==> src/rtl/mapcomp_pkg.sv <==
package mapcomp_pkg;
    parameter int CPU_AW      = 15;
    parameter int PPU_AW      = 13;
    parameter int PAGE_W      = 13;
    parameter int CHR_SLICE_W = 10;
    parameter int INNER_TOP   = 18;
    parameter int PRG_OUT_AW  = 22;
    parameter int CHR_OUT_AW  = 20;
    parameter int OUTER_W     = 8;
    parameter int FIX_CHR_W   = 4;
    parameter int CORE_PRG_W  = INNER_TOP - PAGE_W;
    parameter int CORE_CHR_W  = INNER_TOP - CHR_SLICE_W;

    typedef enum logic [1:0] {
        PM_BANKED   = 2'd0,
        PM_HALF     = 2'd1,
        PM_HALF_ALT = 2'd2,
        PM_FULL     = 2'd3
    } prg_mode_e;

    typedef enum logic {
        CM_BANKED = 1'b0,
        CM_FIXED  = 1'b1
    } chr_mode_e;
endpackage

==> src/rtl/mapcomp_prg_path.sv <==
module mapcomp_prg_path
    import mapcomp_pkg::*;
(
    input  logic [CPU_AW-1:0]     cpu_addr,
    input  logic [CORE_PRG_W-1:0] core_bank,
    input  logic [OUTER_W-1:0]    outer_cfg,
    input  prg_mode_e             mode,
    output logic                  core_a13,
    output logic                  core_a14,
    output logic [PRG_OUT_AW-1:0] addr
);
    localparam int A13 = PAGE_W;
    localparam int A14 = PAGE_W + 1;

    logic sel_a13;
    logic sel_a14;
    logic sel_a17;

    always_comb begin
        sel_a13  = core_bank[0];
        sel_a14  = core_bank[1];
        core_a13 = cpu_addr[A13];
        core_a14 = cpu_addr[A14];
        unique case (mode)
            PM_BANKED: begin
                sel_a13  = core_bank[0];
                sel_a14  = core_bank[1];
                core_a13 = cpu_addr[A13];
                core_a14 = cpu_addr[A14];
            end
            PM_HALF, PM_HALF_ALT: begin
                sel_a13  = cpu_addr[A13];
                sel_a14  = core_bank[1];
                core_a13 = 1'b0;
                core_a14 = 1'b0;
            end
            PM_FULL: begin
                sel_a13  = cpu_addr[A13];
                sel_a14  = cpu_addr[A14];
                core_a13 = 1'b0;
                core_a14 = 1'b0;
            end
            default: begin
                sel_a13  = core_bank[0];
                sel_a14  = core_bank[1];
                core_a13 = cpu_addr[A13];
                core_a14 = cpu_addr[A14];
            end
        endcase
    end

    always_comb begin
        sel_a17 = outer_cfg[6] ? outer_cfg[0] : core_bank[CORE_PRG_W-1];
    end

    always_comb begin
        addr               = '0;
        addr[PAGE_W-1:0]   = cpu_addr[PAGE_W-1:0];
        addr[A13]          = sel_a13;
        addr[A14]          = sel_a14;
        addr[16:15]        = core_bank[3:2];
        addr[17]           = sel_a17;
        addr[19:18]        = outer_cfg[2:1];
        addr[21:20]        = outer_cfg[5:4];
    end
endmodule

==> src/rtl/mapcomp_chr_path.sv <==
module mapcomp_chr_path
    import mapcomp_pkg::*;
(
    input  logic [PPU_AW-1:0]     ppu_addr,
    input  logic [CORE_CHR_W-1:0] core_bank,
    input  logic [OUTER_W-1:0]    outer_cfg,
    input  logic [FIX_CHR_W-1:0]  fixed_bank,
    input  chr_mode_e             mode,
    output logic [CHR_OUT_AW-1:0] addr
);
    localparam int INNER_W = INNER_TOP - 1;

    logic [INNER_W-1:0] inner;
    logic               sel_a17;

    always_comb begin
        unique case (mode)
            CM_FIXED:  inner = {fixed_bank, ppu_addr[PAGE_W-1:0]};
            CM_BANKED: inner = {core_bank[CORE_CHR_W-2:0], ppu_addr[CHR_SLICE_W-1:0]};
            default:   inner = {core_bank[CORE_CHR_W-2:0], ppu_addr[CHR_SLICE_W-1:0]};
        endcase
    end

    always_comb begin
        sel_a17 = outer_cfg[7] ? outer_cfg[3] : core_bank[CORE_CHR_W-1];
    end

    always_comb begin
        addr              = '0;
        addr[INNER_W-1:0] = inner;
        addr[INNER_W]     = sel_a17;
        addr[19:18]       = outer_cfg[5:4];
    end
endmodule

==> src/rtl/mapcomp_top.sv <==
module mapcomp_top
    import mapcomp_pkg::*;
(
    input  logic [14:0] cpu_addr,
    input  logic [12:0] ppu_addr,
    input  logic [4:0]  core_prg_bank,
    input  logic [7:0]  core_chr_bank,
    input  logic [7:0]  outer_cfg,
    input  logic [3:0]  fixed_chr_bank,
    input  logic [1:0]  prg_mode,
    input  logic        chr_fixed_en,
    output logic        core_cpu_a13,
    output logic        core_cpu_a14,
    output logic [21:0] prg_addr,
    output logic [19:0] chr_addr
);
    prg_mode_e pm;
    chr_mode_e cm;

    always_comb begin
        pm = prg_mode_e'(prg_mode);
        cm = chr_mode_e'(chr_fixed_en);
    end

    mapcomp_prg_path u_prg (
        .cpu_addr  (cpu_addr),
        .core_bank (core_prg_bank),
        .outer_cfg (outer_cfg),
        .mode      (pm),
        .core_a13  (core_cpu_a13),
        .core_a14  (core_cpu_a14),
        .addr      (prg_addr)
    );

    mapcomp_chr_path u_chr (
        .ppu_addr   (ppu_addr),
        .core_bank  (core_chr_bank),
        .outer_cfg  (outer_cfg),
        .fixed_bank (fixed_chr_bank),
        .mode       (cm),
        .addr       (chr_addr)
    );
endmodule

==> config.mk <==
export PLATFORM = sky130hd
export DESIGN_NAME = mapcomp_top
export DESIGN_NICKNAME = d
export VERILOG_FILES = /design/src/rtl/mapcomp_pkg.sv /design/src/rtl/mapcomp_prg_path.sv /design/src/rtl/mapcomp_chr_path.sv /design/src/rtl/mapcomp_top.sv
export SDC_FILE = /design/constraint.sdc
export NUM_CORES = 1
export LEC_CHECK = 0
export ABC_CLOCK_PERIOD_IN_PS = 1200
export CAP_MARGIN = 20
export CORE_MARGIN = 4
export CORE_UTILIZATION = 18
export DETAILED_ROUTE_END_ITERATION = 12
export GPL_TIMING_DRIVEN = 0
export PLACE_DENSITY = 0.83
export SLEW_MARGIN = 20
export SYNTH_ARGS = -nofsm -noshare
export SYNTH_HDL_FRONTEND = slang
export SYNTH_SLANG_ARGS = --single-unit
==> constraint.sdc <==
create_clock -name vclk -period 1.2
set_clock_uncertainty 0.15 [all_clocks]
set_input_delay 0.12 -clock vclk [all_inputs]
set_output_delay 0.12 -clock vclk [all_outputs]
set_load 0.005 [all_outputs]
==> results.yml, run 1 <==
die:
  fp.dieW_um: 57.7
  fp.coreArea_mm2: 0.00228
  die_h_um: 57.7
  dieArea_mm2: 0.00333
  rows: 17
  boundaryPins: 100
  initial_core_util_pct: 19.5
setup_path:
  cp_slowest_cell: "clkdlybuf4s50_1"
  start_kind: "input port"
  worstPathMaxFanout: 1
  path_class: "in -> out"
  crit_cells: 3
  crit_required_ns: 0.93
  worstPathCellList: "clkdlybuf4s50_1, mux2_4, buf_2"
  cpPeakStageDelay_ns: 0.39
  crit_buf_inv: 2
  cp-end-kind: "output port"
  crit_arrival_ns: 0.91
  cp_top_family: "buffers and inverters"
detailed_routing:
  wl_per_cell_um: 12.9
  vias: 558
  drc_errors: 0
  wl_mm: 1.89
  drt-pass1-iter-count: 4
  routed_via_density: 3.80
  drt_iter0_markers: 2
  ant_nets: 0
power_and_ir_drop:
  vdd_ir_drop_max_v: 0.000170
  powerDensity_mw_per_mm2: 342
  power_mw: 0.394
  p_leak_nw: 0.603
yosys:
  ys_types: 7
  synth_largest_area_cell: "buf_4"
  synth_warnings: 0
  synth_area_leaders: "buf_4, mux2_4, mux2_2, and2_1, buf_6"
  synth_area_per_cell_um2: 8.71
  netlist_area_um2: 444
  synth_cells: 51
  syn-num-nets: 107
  synth.top_cell.area_share_pct: 59.2
  ys_seq_area_share_pct: 0
placed_design:
  port_buffers: 70
  placed_cells: 149
  place_hpwl_mm: 1.77
  gp_congestion: 0.727
  post_dp_cell_area_mm2: 0.00118
timing:
  period_share_pct: 98.4
  rsz0062_at_grt: "no"
  slew_violations: 0
  min_period_ns: 1.18
  slew_headroom_pct: 93.4
  report.final.setup_viol: 0
  setup-tns-final_ns: 0
  max_freq_ghz: 0.847
  finalHoldViolCount: 0
  tightest_slew_ns: 0.0992
final_layout:
  seqCellArea_um2: 0
  fin_cells: 147
  final_cell_area_mm2: 0.00115
  fin_util_pct: 50.7
  n_sequential_cell: 0
  nClkBuffers: 0
  area_growth_pct: 160
  drive_above_1_share_pct: 49.6
  diodes: 0
  final_nets: 177
worst_hold_path:
  worstHoldPathCells: 3
  hold_path_class: "in -> out"
global_route:
  first_global_vias: 612
  grt_pass1_wl_mm: 2.62
  gr-total-overflow: 0
  antenna_found_initial: 0
  grt_usage_pct: 9.63
  grt_start_max_net_pins: 8
status:
  status: "completed"
run:
  max-cap-violations: 0
clocking:
  ctsHoldBuffers: 0
## layer usage
| metal | share of wire [%] | wire (um) | vias to the layer above | track usage (%) |
|---|---|---|---|---|
| met2 | 57 | 1080 | 52 | 21.1 |
| met3 | 15 | 279 | 0 | 3.34 |
| met5 | 0 | 0 | - | 0 |
| li1 | - | - | 265 | - |
| met4 | 0 | 0 | 0 | 0 |
| met1 | 28 | 535 | 241 | 8.60 |
## per-stage QoR
stage	worst slack, ns	hold slack (ns)
2_1_floorplan	0.213	0.171
3_3_place_gp	-0.688	0.626
3_5_place_dp	-0.708	0.625
4_1_cts	-0.0817	0.472
5_1_grt	0.00295	0.429
6_report	0.0190	0.401
## final timing paths
path                              from            to  slack (ns)
worst max-delay path  core_chr_bank[0]  chr_addr[10]        0.02
worst min-delay path  core_prg_bank[4]  prg_addr[17]        0.40
## Yosys cell counts (all sizes together)
master / count
buf: 36
nor2: 1
nand2: 1
and2: 2
mux2: 11
## final cells by class
type                            instances  area, um2
Fill cell                             221       1120
Multi-Input combinational cell         15        193
Tap cell                               28       35.0
Timing Repair Buffer                   71        674
Buffer                                 33        251
## power by group
group / leakage [nW] / internal (mW) / switching [mW]
Sequential: 0 / 0 / 0
Clock: 0 / 0 / 0
Combinational: 0.603 / 0.300 / 0.0941
## cells by family after synthesis
group         count (synthesis)  synth area share (%)
buf+inv                      36                  61.7
mux                          11                  33.8
simple gates                  4                  4.50
## timing repair
action                                  4_1_cts  5_1_grt
setup buffers                                 0        1
resized for setup                            66        8
pin swaps                                     1        1
endpoints found under the setup margin       13        5
## cell usage in the layout (no fill, tap or decap), drive strengths merged
cell type      count
clkdlybuf4s50     45
and2               2
mux2              11
dlymetal6s2s       4
nand2              1
nor2               1
dlygate4sd2        8
clkbuf             1
buf               46
No activity file was read; power rests on OpenSTA's default activity.
==> run 2: changes to the inputs <==
Settings changed: PLACE_DENSITY 0.83 to not set, PLACE_DENSITY_LB_ADDON set to 0.25.
==> results.yml, run 2 (same netlist as run 1, synthesis figures left out) <==
status:
  status: "completed"
timing:
  rsz0062_at_grt: "yes"
  report.final.setup_viol: 0
  period_share_pct: 98.4
  hold_ws_ns: 0.403
  finalHoldViolCount: 0
  slew_headroom_pct: 93.5
  slew_violations: 0
  tightest_slew_ns: 0.0982
  min_period_ns: 1.18
  worst_slack_ns: 0.0194
  max_freq_ghz: 0.847
setup_path:
  worstPathCellList: "clkdlybuf4s50_1, mux2_4, buf_6"
  crit_start: "core_chr_bank[3]"
  cpPeakStageDelay_ns: 0.40
  start_kind: "input port"
  cp_slowest_cell: "clkdlybuf4s50_1"
  worstPathMaxFanout: 1
  path_class: "in -> out"
  crit_required_ns: 0.93
  cp-end-kind: "output port"
  crit_arrival_ns: 0.91
global_route:
  grt_start_max_net_pins: 8
  grt_usage_pct: 9.91
  gr-total-overflow: 0
  grt_pass1_wl_mm: 2.72
  first_global_vias: 647
  antenna_found_initial: 0
placed_design:
  place_hpwl_mm: 1.71
  gp_congestion: 0.612
  port_buffers: 70
  placed_cells: 149
  dpl_worst_slack_ns: -0.703
  post_dp_cell_area_mm2: 0.00118
detailed_routing:
  wl_mm: 1.87
  drc_errors: 0
  vias: 563
  ant_nets: 0
  drt_iter0_markers: 3
  routed_via_density: 3.75
  drt-pass1-iter-count: 2
  wl_per_cell_um: 12.5
power_and_ir_drop:
  seqPwrFrac_pct: 0
  combPwrFrac_pct: 100.0
  p_sw_share_pct: 23.7
  vdd_ir_drop_max_v: 0.000180
  p_sw_mw: 0.0942
  powerDensity_mw_per_mm2: 339
  clkPwrFrac_pct: 0
  power_mw: 0.398
  intPower_mw: 0.303
  p_leak_nw: 0.629
run:
  max-cap-violations: 0
final_layout:
  final_common_cell: "clkdlybuf4s50_1"
  area_growth_pct: 164
  diodes: 0
  final_cell_area_mm2: 0.00117
  fin_cells: 150
  n_sequential_cell: 0
  n_fill_cell: 217
  nClkBuffers: 0
  layout_common_cells: "clkdlybuf4s50_1, buf_4, mux2_4, dlygate4sd2_1, buf_2"
  seqCellArea_um2: 0
  final_nets: 180
  drive_above_1_share_pct: 51.6
die:
  die_h_um: 57.7
  dieArea_mm2: 0.00333
  fp.dieW_um: 57.7
  rows: 17
  boundaryPins: 100
  initial_core_util_pct: 19.5
  fp.coreArea_mm2: 0.00228
worst_hold_path:
  hold_start: "core_chr_bank[1]"
  hold_path_class: "in -> out"
==> run 2: changes by cell type in the layout (fill, tap and decap cells not counted) <==
cell / delta
buf_2: +1
clkdlybuf4s50_1: -4
dlymetal6s2s_1: +1
nand2_1: -1
nand2_2: +1
buf_4: +4
buf_6: -1
dlygate4sd2_1: +3
clkbuf_2: -1
==> run 2: path summary, 6_finish.rpt <==
path,end,slack (ns),cells past startpoint
min,chr_addr[11],0.40,3
max,chr_addr[13],0.02,3
==> run 2: per-stage QoR <==
step	setup TNS (ns)	utilization, %
3_5_place_dp	-5.38	51.8
2_1_floorplan	0	-
6_report	0	51.6
4_1_cts	-0.0936	49.5
3_3_place_gp	-5.32	51.8
5_1_grt	-0.0157	51.6
==> run 2: layout make-up <==
cell class                      instances  area (um2)  area share, %
Timing Repair Buffer                   71         669           57.0
Tap cell                               28        35.0           2.99
Multi-Input combinational cell         15         195           16.6
Buffer                                 36         274           23.3
==> run 2: power by group through the flow <==
stage	Sequential, mW	Clock [mW]	Combinational, mW
3_5_place_dp	0	0	0.420
2_1_floorplan	0	0	0.159
6_report	0	0	0.398
5_1_grt	0	0	0.425
4_1_cts	0	0	0.391
3_3_place_gp	0	0	0.413
==> run 2: what timing repair did <==
action / 4_1_cts / 5_1_grt
gates resized for setup: 70 / 10
pin swaps: 2 / 1
setup buffers: 0 / 1
hold buffers: 0 / 0
endpoints found under the setup margin: 13 / 6
==> run 2: routing by layer <==
layer	share of wire, %	global-route usage [%]	up-vias
met3	13	2.45	0
met4	0	0	0
met2	60	22.9	50
met5	0	0	-
li1	-	-	271
met1	27	8.47	242
==> run 2: critical path: cells and delay by family <==
| family | cells | cell delay, ns |
|---|---|---|
| mux | 1 | 0.27 |
| buf+inv | 2 | 0.51 |
